[config.mk]
export PLATFORM = sky130hd
export DESIGN_NAME = i2c_arbovr_flag
export DESIGN_NICKNAME = d
export VERILOG_FILES = /design/src/rtl/arbovr_pkg.sv /design/src/rtl/arbovr_scl_rise.sv /design/src/rtl/arbovr_events.sv /design/src/rtl/arbovr_flag_reg.sv /design/src/rtl/i2c_arbovr_flag.sv
export SDC_FILE = /design/constraint.sdc
export NUM_CORES = 1
export LEC_CHECK = 0
export ABC_AREA = 0
export BUFFER_PORTS_ARGS = -buffer_cell sky130_fd_sc_hd__buf_2
export CAP_MARGIN = 15
export CORE_AREA = 2 2 39 41
export DETAILED_ROUTE_END_ITERATION = 8
export DIE_AREA = 0 0 41 43
export GPL_TIMING_DRIVEN = 0
export MAX_ROUTING_LAYER = met4
export PLACE_DENSITY_LB_ADDON = 0.2
export SLEW_MARGIN = 0
export SYNTH_ARGS = -nofsm -noshare
export SYNTH_HDL_FRONTEND = slang
export SYNTH_SLANG_ARGS = --single-unit
[constraint.sdc]
create_clock -name clk -period 2 [get_ports clk]
set_input_delay 0.2 -clock clk [delete_from_list [all_inputs] [get_ports clk]]
set_output_delay 0.2 -clock clk [all_outputs]
set_load 0.005 [all_outputs]
[src/rtl/arbovr_pkg.sv]
package arbovr_pkg;

    // Registered state of the status bit and its clear handshake
    typedef struct packed {
        logic flag;   // shared arbitration-lost / overrun bit
        logic armed;  // read-of-1 seen, clear permitted
        logic pulse;  // bus release request
    } flag_state_t;

    localparam flag_state_t FLAG_RESET = '{flag: 1'b0, armed: 1'b0, pulse: 1'b0};

endpackage

[src/rtl/arbovr_scl_rise.sv]
module arbovr_scl_rise #(
    parameter int SYNC_STAGES = 2
) (
    input  logic clk,
    input  logic rst_n,
    input  logic scl_i,
    output logic scl_rise_o
);
    typedef struct packed {
        logic [SYNC_STAGES-1:0] sync;
        logic                   prev;
    } scl_state_t;

    scl_state_t st_d, st_q;
    logic [SYNC_STAGES-1:0] shifted;

    generate
        if (SYNC_STAGES == 1) begin : g_single
            assign shifted = scl_i;
        end else begin : g_chain
            assign shifted = {st_q.sync[SYNC_STAGES-2:0], scl_i};
        end
    endgenerate

    always_comb begin
        st_d      = st_q;
        st_d.sync = shifted;
        st_d.prev = st_q.sync[SYNC_STAGES-1];
    end

    always_ff @(posedge clk or negedge rst_n) begin
        if (!rst_n) st_q <= '0;
        else        st_q <= st_d;
    end

    assign scl_rise_o = st_q.sync[SYNC_STAGES-1] & ~st_q.prev;

    // A rise cannot repeat on the next cycle: the sample that made it becomes prev
    assert_rise_isolated_R2: assert property (@(posedge clk) disable iff (!rst_n)
        scl_rise_o |=> !scl_rise_o);

endmodule

[src/rtl/arbovr_events.sv]
module arbovr_events (
    input  logic mode_master_i,
    input  logic mode_tx_i,
    input  logic fmt_sync_i,
    input  logic sda_drive_i,
    input  logic sda_pin_i,
    input  logic scl_rise_i,
    input  logic start_det_i,
    input  logic final_bit_i,
    input  logic rx_full_i,
    output logic arb_evt_o,
    output logic set_evt_o
);
    logic i2c_master, bit_lost, start_lost, overrun;

    always_comb begin
        i2c_master = mode_master_i & ~fmt_sync_i;
        bit_lost   = i2c_master & mode_tx_i & scl_rise_i & (sda_drive_i ^ sda_pin_i);
        start_lost = i2c_master & start_det_i & sda_drive_i;
        overrun    = fmt_sync_i & final_bit_i & rx_full_i;
        arb_evt_o  = bit_lost | start_lost;
        set_evt_o  = arb_evt_o | overrun;
    end

    // Arbitration events can only arise in the I2C format
    always_comb begin
        assert_arb_only_i2c_R3: assert (!(arb_evt_o && fmt_sync_i));
    end

endmodule

[src/rtl/arbovr_flag_reg.sv]
module arbovr_flag_reg
    import arbovr_pkg::*;
(
    input  logic clk,
    input  logic rst_n,
    input  logic set_evt_i,
    input  logic arb_evt_i,
    input  logic reg_rd_i,
    input  logic reg_wr_i,
    input  logic reg_wdata_i,
    output logic flag_o,
    output logic pulse_o
);
    flag_state_t st_d, st_q;
    logic clear_ok;

    always_comb begin
        st_d     = st_q;
        clear_ok = reg_wr_i & ~reg_wdata_i & st_q.armed;

        // set wins over a clearing write in the same cycle
        if (set_evt_i)     st_d.flag = 1'b1;
        else if (clear_ok) st_d.flag = 1'b0;

        // any set event or write cancels a pending read
        if (set_evt_i || reg_wr_i)       st_d.armed = 1'b0;
        else if (reg_rd_i && st_q.flag)  st_d.armed = 1'b1;

        st_d.pulse = arb_evt_i;
    end

    always_ff @(posedge clk or negedge rst_n) begin
        if (!rst_n) st_q <= FLAG_RESET;
        else        st_q <= st_d;
    end

    assign flag_o  = st_q.flag;
    assign pulse_o = st_q.pulse;

    assert_rise_has_cause_R2: assert property (@(posedge clk) disable iff (!rst_n)
        $rose(st_q.flag) |-> $past(set_evt_i));

    assert_clear_needs_read_R6: assert property (@(posedge clk) disable iff (!rst_n)
        $fell(st_q.flag) |-> $past(st_q.armed && reg_wr_i && !reg_wdata_i));

    assert_write_one_inert_R7: assert property (@(posedge clk) disable iff (!rst_n)
        (reg_wr_i && reg_wdata_i && !set_evt_i) |=> $stable(st_q.flag));

    assert_set_wins_R9: assert property (@(posedge clk) disable iff (!rst_n)
        set_evt_i |=> st_q.flag);

    assert_pulse_single_R10: assert property (@(posedge clk) disable iff (!rst_n)
        st_q.pulse |=> !st_q.pulse);

    assert_pulse_with_flag_R10: assert property (@(posedge clk) disable iff (!rst_n)
        st_q.pulse |-> st_q.flag);

endmodule

[src/rtl/i2c_arbovr_flag.sv]
module i2c_arbovr_flag #(
    parameter int SYNC_STAGES = 2
) (
    input  logic clk,
    input  logic rst_n,
    input  logic mode_master_i,
    input  logic mode_tx_i,
    input  logic fmt_sync_i,
    input  logic sda_drive_i,
    input  logic sda_pin_i,
    input  logic scl_i,
    input  logic start_det_i,
    input  logic final_bit_i,
    input  logic rx_full_i,
    input  logic reg_rd_i,
    input  logic reg_wr_i,
    input  logic reg_wdata_i,
    output logic flag_o,
    output logic arb_lost_pulse_o
);
    logic scl_rise, arb_evt, set_evt;

    arbovr_scl_rise #(.SYNC_STAGES(SYNC_STAGES)) i_scl_rise (
        .clk        (clk),
        .rst_n      (rst_n),
        .scl_i      (scl_i),
        .scl_rise_o (scl_rise)
    );

    arbovr_events i_events (
        .mode_master_i (mode_master_i),
        .mode_tx_i     (mode_tx_i),
        .fmt_sync_i    (fmt_sync_i),
        .sda_drive_i   (sda_drive_i),
        .sda_pin_i     (sda_pin_i),
        .scl_rise_i    (scl_rise),
        .start_det_i   (start_det_i),
        .final_bit_i   (final_bit_i),
        .rx_full_i     (rx_full_i),
        .arb_evt_o     (arb_evt),
        .set_evt_o     (set_evt)
    );

    arbovr_flag_reg i_flag (
        .clk         (clk),
        .rst_n       (rst_n),
        .set_evt_i   (set_evt),
        .arb_evt_i   (arb_evt),
        .reg_rd_i    (reg_rd_i),
        .reg_wr_i    (reg_wr_i),
        .reg_wdata_i (reg_wdata_i),
        .flag_o      (flag_o),
        .pulse_o     (arb_lost_pulse_o)
    );

    assert_reset_quiet_R1: assert property (@(posedge clk) disable iff (!rst_n)
        $rose(rst_n) |-> (!flag_o && !arb_lost_pulse_o));

endmodule

==> results of run 1 <==
[layout by cell type (no fill, tap or decap), drive strengths merged]
| cell type | n |
|---|---|
| a2111oi | 1 |
| a211o | 1 |
| a21oi | 1 |
| and3 | 1 |
| and3b | 1 |
| buf | 15 |
| clkbuf | 3 |
| dfrtp | 6 |
| dlygate4sd3 | 1 |
| nand2 | 1 |
| nand2b | 1 |
| nand3b | 2 |
| nor2 | 1 |
| nor4 | 1 |
[state kept, by name (all words and copies together), names as in the netlist]
register            count
i_flag.flag_o           1
i_flag.pulse_o          1
i_flag.st_q             1
i_scl_rise.shifted      1
i_scl_rise.st_d         1
i_scl_rise.st_q         1
[power breakdown]
group	switching [W]	total [W]	internal (W)
sequential	0.00000542	0.000137	0.000131
clock	0.0000406	0.000108	0.0000677
combinational	0.0000149	0.0000366	0.0000217
[per-layer routing]
metal | GRT usage | up-vias | part of all wire
met5 | - | - | 0
met4 | 0 | 0 | 0
met3 | 0.0785 | 0 | 0.16
met2 | 0.0844 | 13 | 0.38
met1 | 0.0960 | 81 | 0.45
li1 | - | 103 | -
[critical path, delay by kind of cell (launching register included)]
family | cells | cell delay (ns)
compound gates | 1 | 0.42
flops | 1 | 0.34
simple gates | 2 | 0.29
[kinds of logic (layout without fill, tap and decap cells)]
group           after synthesis  in the layout  share of synthesized area
compound gates                3              3                      0.171
buf+inv                       0             19                          0
flops                         6              6                      0.622
simple gates                  8              8                      0.207
[worst max path at each step]
stage / slack (ns) / start / endpoint
after floorplan: 0.88 / i_scl_rise.st_q[0]$_DFF_PN0_ / i_flag.st_q[1]$_DFFE_PN0P_
after global placement: 0.83 / i_scl_rise.st_q[0]$_DFF_PN0_ / i_flag.st_q[1]$_DFFE_PN0P_
after detailed placement: 0.80 / i_scl_rise.st_q[0]$_DFF_PN0_ / i_flag.st_q[1]$_DFFE_PN0P_
after CTS: 0.79 / i_scl_rise.st_q[0]$_DFF_PN0_ / i_flag.st_q[1]$_DFFE_PN0P_
after global routing: 0.76 / i_scl_rise.st_q[0]$_DFF_PN0_ / i_flag.st_q[1]$_DFFE_PN0P_
final: 0.81 / i_scl_rise.st_q[0]$_DFF_PN0_ / i_flag.st_q[1]$_DFFE_PN0P_
[through the flow]
step           power [W]  cell area (um^2)
6_report        0.000282               369
5_1_grt         0.000306               369
4_1_cts         0.000291               369
3_5_place_dp    0.000174               337
3_3_place_gp    0.000173               337
2_1_floorplan   0.000152               241
[cell type report]
type / count / share of cell area
tap: 16 / 0.0542
multi-input combinational: 11 / 0.247
timing repair buffer: 16 / 0.231
clock buffer: 3 / 0.0610
sequential: 6 / 0.407
[timing repair]
action | CTS | global route
setup endpoints to repair | 0 | 0
hold endpoints to repair | 6 | 0
hold buffers | 1 | 0
==> results.cfg, run 1 <==
[finish]
stdcell_count = 52
finalNetCount = 52
antenna_cells = 0
syn_to_final_growth_pct = 52.8
seqCellArea_um2 = 150
multi_input_area_um2 = 91.3
utilization = 0.267
fillers = 155
drive_above_1_share = 0.528

[worst_setup_path]
r2r_slack_ns = 0.81
reg2reg_from = i_scl_rise.st_q[0]$_DFF_PN0_
r2r_end = i_flag.st_q[1]$_DFFE_PN0P_
cpPeakStageDelay_ns = 0.42
crit_fanout = 3
crit_path_end_kind = flip-flop
cp.arrival_ns = 1.30
crit_required_ns = 2.11
crit_chain = nand3b_1, a2111oi_4, nor4_1
ff2ff_path_depth = 3
cp_slowest_cell = a2111oi_4
critPathLaunchType = flip-flop
crit_type = flip-flop to flip-flop

[die]
coreArea_mm2 = 0.00138
fp-row-count = 14
die_area_mm2 = 0.00176
die_w_um = 41
num_io_pins = 16
initial_utilization = 0.175
die_y_um = 43

[place]
place_ws_ns = 0.795
io_buffers = 15
dp_cells = 48
hpwl_um = 382
finalWeightedCongestion = 0.550

[sta]
setup_ws_ns = 0.808
whs_ns = 0.0671
tns_ns = 0
fin_crit_ns = 1.19
finClkSkew_ns = 0.00275
timing.slew.headroom = 0.788
finalHoldViolCount = 0
rsz0062_at_grt = false
fmax_mhz = 839
finalMaxSlewViolations = 0
fin_crit_sh = 0.596
setup_viol = 0
worst_slew_pin_slew_ns = 0.318

[yosys]
synth-seq-area-share = 0.622
ys_seq_elements = 6
yosys.area.top_type_share = 0.622
syn-instance-count = 17
synth.top_cells.by_count = dfrtp_1 (6), nand3b_1 (2)
ys.flop_type = dfrtp_1
synth_most_common_cell = dfrtp_1
post_synth_num_cell_types = 11
syn_avg_cell_area_um2 = 14.2
synth_top_area_cell = dfrtp_1
synth_edf_count = 0
ys_async_sr_fraction = 1.00
synth_fp_nets = 31
yosys-top-cells-area = dfrtp_1 (62%), a2111oi_4 (11%), nand3b_1 (6.2%)
syn_area_um2 = 241
yosys_warnings = 0

[clocking]
cts_inserted_buffers = 3
clk_path_buf_depth = 2
cts_setup_buffers = 0
clkLatencyLatePin_ns = 0.24
clkSinkCount = 6
path_clk_slew_ns = 0.04
cts_root_buf = clkbuf_4
cts_resized = 0
h-tree-depth = 1
cts_tree = yes

[global_routing]
antenna_found_initial = 0
gr-total-overflow = 0
grt_max_degree = 7
grt_pass1_vias = 193
grt_pass1_wl_um = 814
grt_use_total = 0.0737

[drt]
drc = 0
first_iter_violations = 1
drt_pass1_iterations = 3
antenna_left = 0
post_drt_via_cell_ratio = 3.79
wl_per_cell_um = 9.37
vias = 197
drt_wl_total_um = 487

[min_path]
hold_end = i_scl_rise.shifted[1]$_DFF_PN0_
holdPathStages = 1
min_from = scl_i
holdCritPathClass = input port to flip-flop

[power]
leakage_nw = 0.179
ir_drop_mv = 0.322
power_density_mw_per_mm2 = 763

[run_status]
status = finished, final reports clean

[flow_run]
max-cap-violations = 0
No activity file was read; power rests on OpenSTA's default activity.
==> inputs of run 2 (changes only) <==
- clock period: 2 -> 1 ns (I/O delays scaled with it)
==> run 2 against run 1 <==
Against the previous run:
- the flow now finishes with violations (negative setup slack)
- non-clock buffer count rose by 1
- sequential share of layout area fell by 1.1 points
- sequential cell count did not move
- routed wire length rose by 2.9%
- die area did not move
- clock skew fell by 0.00053 ns
- fmax rose by 7.2%
- clock-buffer cell count did not move
- largest power group unchanged
==> results.cfg, run 2 (synthesis results as in run 1) <==
[run_status]
status = finished with violations
violations = negative setup slack

[sta]
setup_ws_ns = -0.112
fin_crit_sh = 1.11
finalMaxSlewViolations = 0
finClkSkew_ns = 0.00223
rsz0062_at_grt = true
worst_slew_pin_slew_ns = 0.303
finalHoldViolCount = 0
setup_viol = 3
fmax_mhz = 899
fin_crit_ns = 1.11
tns_ns = -0.215
timing.slew.headroom = 0.798

[finish]
finalNetCount = 53
fillers = 150
antenna_cells = 0
syn_to_final_growth_pct = 57.0
final_cell_mix = buf_2 (15), dfrtp_1 (6), clkbuf_4 (3)
drive_above_1_share = 0.514
layout_commonest_cell = buf_2

[die]
initial_utilization = 0.175
die_w_um = 41
die_area_mm2 = 0.00176
die_y_um = 43
num_io_pins = 16
fp-row-count = 14
coreArea_mm2 = 0.00138

[worst_setup_path]
crit_required_ns = 1.11
critPathLaunchType = flip-flop
cp.arrival_ns = 1.22
crit_chain = nand3b_1, a2111oi_4, nor4_1
cpPeakStageDelay_ns = 0.35
crit_fanout = 3
cp_slowest_cell = a2111oi_4
r2r_slack_ns = -0.11
cp_top_family = compound AO/OA/AOI/OAI gates
crit_path_end_kind = flip-flop
crit_type = flip-flop to flip-flop
crit_buf_inv = 0

[clocking]
cts_tree = yes
cts_setup_buffers = 0
clkSinkCount = 6
cts_resized = 0
h-tree-depth = 1
path_clk_slew_ns = 0.04
cts_root_buf = clkbuf_4
clk_path_buf_depth = 2
clkLatencyLatePin_ns = 0.24
cts_inserted_buffers = 3

[global_routing]
grt_pass1_vias = 227
grt_max_degree = 7
gr-total-overflow = 0
grt_use_total = 0.0830
grt_pass1_wl_um = 869
antenna_found_initial = 0

[drt]
drc = 0
drt_pass1_iterations = 2
met2WireLength_um = 221
antenna_left = 0
wl_met1_um = 210
first_iter_violations = 2
drt_wl_total_um = 501
top_layer_used = met3
post_drt_via_cell_ratio = 3.98
vias = 211
dr_wl_met3_um = 69
wl_per_cell_um = 9.45

[flow_run]
max-cap-violations = 0

[place]
io_buffers = 15
place_ws_ns = -0.128
hpwl_um = 414
finalWeightedCongestion = 0.644

[power]
power_density_mw_per_mm2 = 1490
ir_drop_mv = 0.460
leakage_nw = 0.183

[min_path]
holdCritPathClass = input port to flip-flop
## run 2: path summary, 6_finish.rpt
kind | endpoint | from | cells after the start
setup / recovery | i_flag.st_q[1]$_DFFE_PN0P_ | i_scl_rise.st_q[0]$_DFF_PN0_ | 3
max in group asynchronous | i_flag.flag_o$_DFFE_PN0P_ | rst_n | 2
hold / removal | i_flag.st_q[1]$_DFFE_PN0P_ | reg_wr_i | 2
hold reg to reg | i_scl_rise.st_d[0]$_DFF_PN0_ | i_scl_rise.shifted[1]$_DFF_PN0_ | 0
min in group asynchronous | i_scl_rise.shifted[1]$_DFF_PN0_ | rst_n | 2
setup reg to reg | i_flag.st_q[1]$_DFFE_PN0P_ | i_scl_rise.st_q[0]$_DFF_PN0_ | 3
## run 2: what timing repair did
| action | CTS | global route |
|---|---|---|
| hold endpoints to repair | 7 | 0 |
| pin swaps | 0 | 1 |
| hold buffers | 2 | 0 |
| endpoints found under the setup margin | 3 | 3 |
| gates cloned | 0 | 0 |
## run 2: worst register-to-register path: cells and delay by family (launching register included)
family	cells	cell delay, ns
flops	1	0.34
simple gates	2	0.29
compound gates	1	0.35
## run 2: cell type report
class	instances	area, um^2	share of cell area
clock buffers	3	22.5	0.0594
flip-flops and latches	6	150	0.396
well taps	16	20.0	0.0528
multi-input cells	11	91.3	0.241
repair buffers	17	95.1	0.251
## run 2: through the flow
stage	util	hold slack (ns)	instances	power [W]	instance area, um^2
floorplan	-	-0.196	17	0.000305	241
global placement	0.243	-0.0749	48	0.000346	337
detailed placement	0.243	-0.0692	48	0.000350	337
CTS	0.274	0.0326	53	0.000583	379
global route	0.274	0.0455	53	0.000612	379
finish	0.274	0.0408	53	0.000565	379
## run 2: routing by layer
layer,track usage,up-vias
li1,-,104
met1,0.0891,96
met2,0.100,11
met3,0.0471,0
met4,0.0800,0
met5,-,-
## run 2: report_power, final
group | internal (W) | switching [W] | leakage [nW]
Clock | 0.000135 | 0.0000794 | 0.0138
Sequential | 0.000263 | 0.00000998 | 0.0719
Combinational | 0.0000460 | 0.0000319 | 0.0974
Total | 0.000444 | 0.000121 | 0.183
==> inputs of run 3 (changes only) <==
- BUFFER_PORTS_ARGS: -buffer_cell sky130_fd_sc_hd__buf_2 -> unset
- DONT_BUFFER_PORTS: unset -> 1
- SETUP_SLACK_MARGIN: unset -> 0.2
- clock period: 1 -> 1.4 ns (I/O delays scaled with it)
==> run 3 against run 2 <==
Against the previous run:
- the run now ends clean
- die area stayed put
- cell count is 26% lower
- utilization is 4.7 points lower
- routed wire length is 0.20% higher
- critical path type unchanged
- largest cell class unchanged
==> results.cfg, run 3 (synthesis results as in run 1) <==
[place]
finalWeightedCongestion = 0.542
hpwl_um = 431
io_buffers = 0

[global_routing]
gr-total-overflow = 0
grt_max_degree = 7
grt_use_total = 0.0695
grt_pass1_wl_um = 745
grt_pass1_vias = 195
antenna_found_initial = 0

[sta]
rsz0062_at_grt = true
setup_viol = 0
fmax_mhz = 876
fin_crit_ns = 1.14
timing.slew.headroom = 0.785
worst_slew_pin_slew_ns = 0.322
fin_crit_sh = 0.815
finClkSkew_ns = 0.00264
finalMaxSlewViolations = 0
finalHoldViolCount = 0
tns_ns = 0

[worst_setup_path]
crit_type = flip-flop to flip-flop
crit_fanout = 3
cp.arrival_ns = 1.24
r2r_slack_ns = 0.26
crit_required_ns = 1.50
critPathLaunchType = flip-flop
cpPeakStageDelay_ns = 0.37
cp_slowest_cell = a2111oi_4
crit_chain = nand3b_1, a2111oi_4, nor4_1
crit_path_end_kind = flip-flop
ff2ff_path_depth = 3

[clocking]
cts_resized = 0
clkLatencyLatePin_ns = 0.23
cts_inserted_buffers = 3
clk_path_buf_depth = 2
h-tree-depth = 1
cts_tree = yes
path_clk_slew_ns = 0.04
clkSinkCount = 6
cts_root_buf = clkbuf_4

[die]
die_y_um = 43
die_w_um = 41
fp-row-count = 14
coreArea_mm2 = 0.00138
die_area_mm2 = 0.00176
num_io_pins = 16
initial_utilization = 0.175

[drt]
drc = 0
vias = 166
post_drt_via_cell_ratio = 4.26
antenna_left = 0
drt_wl_total_um = 502
first_iter_violations = 0
wl_per_cell_um = 12.9
drt_pass1_iterations = 1

[run_status]
status = finished, final reports clean

[finish]
fillers = 155
finalNetCount = 39
layout_commonest_cell = dfrtp_1
syn_to_final_growth_pct = 30.1
final_cell_mix = dfrtp_1 (6), clkbuf_4 (3), dlygate4sd3_1 (3)
antenna_cells = 0
utilization = 0.227
drive_above_1_share = 0.174

[power]
power_density_mw_per_mm2 = 1200
leakage_nw = 0.128
ir_drop_mv = 0.532

[flow_run]
max-cap-violations = 0

[min_path]
holdPathStages = 2
holdCritPathClass = input port to flip-flop
run 3: cell count changes in the layout (fill, tap and decap cells not counted):
cell	before	now
buf_2	15	0
dlygate4sd3_1	2	3
run 3: layout make-up:
cell class                 count  area, um^2  area share
clock buffer                   3        22.5      0.0717
timing repair buffer           3        30.0      0.0956
multi-input combinational     11        91.3       0.291
tap                           16        20.0      0.0637
sequential                     6         150       0.478
run 3: metal layers:
metal  global-route usage  part of all wire  vias to the layer above
met1               0.0660              0.39                       78
met4                    0                 0                        0
li1                     -                 -                       77
met2                0.103              0.48                       11
met3               0.0733              0.12                        0
met5                    -                 0                        -
run 3: path summary, 6_finish.rpt:
check | endpoint | startpoint
min in group asynchronous | i_flag.pulse_o$_DFF_PN0_ | rst_n
worst min register to register | i_scl_rise.st_d[0]$_DFF_PN0_ | i_scl_rise.shifted[1]$_DFF_PN0_
worst max register to register | i_flag.st_q[1]$_DFFE_PN0P_ | i_scl_rise.st_q[0]$_DFF_PN0_
worst max-delay path | i_flag.st_q[1]$_DFFE_PN0P_ | i_scl_rise.st_q[0]$_DFF_PN0_
worst min-delay path | i_flag.flag_o$_DFFE_PN0P_ | reg_wr_i
max in group asynchronous | i_scl_rise.shifted[1]$_DFF_PN0_ | rst_n
run 3: stage by stage:
step	setup slack [ns]	cell area [um^2]	power [W]	cells	hold slack [ns]
2_1_floorplan	0.283	241	0.000218	17	-0.156
3_3_place_gp	0.222	262	0.000222	33	-0.155
3_5_place_dp	0.205	262	0.000224	33	-0.155
4_1_cts	0.245	314	0.000388	39	0.112
5_1_grt	0.167	314	0.000407	39	0.118
6_report	0.259	314	0.000378	39	0.116
run 3: repair_timing:
action	CTS	global route
cloned	0	0
endpoints found under the hold margin	8	0
buffers inserted	0	0
pin swaps	1	0
hold buffers	3	0
setup endpoints to repair	1	1
run 3: critical path: cells and delay by family, from the launching register on:
kind | cells | cell delay [ns]
AOI/OAI and AO/OA | 1 | 0.37
DFF | 1 | 0.34
and+or+nand+nor | 2 | 0.29
run 3: power by group:
| group | total (W) | switching (W) | internal (W) |
|---|---|---|---|
| Clock | 0.000148 | 0.0000514 | 0.0000962 |
| Combinational | 0.0000334 | 0.0000149 | 0.0000185 |
| Sequential | 0.000197 | 0.00000920 | 0.000188 |
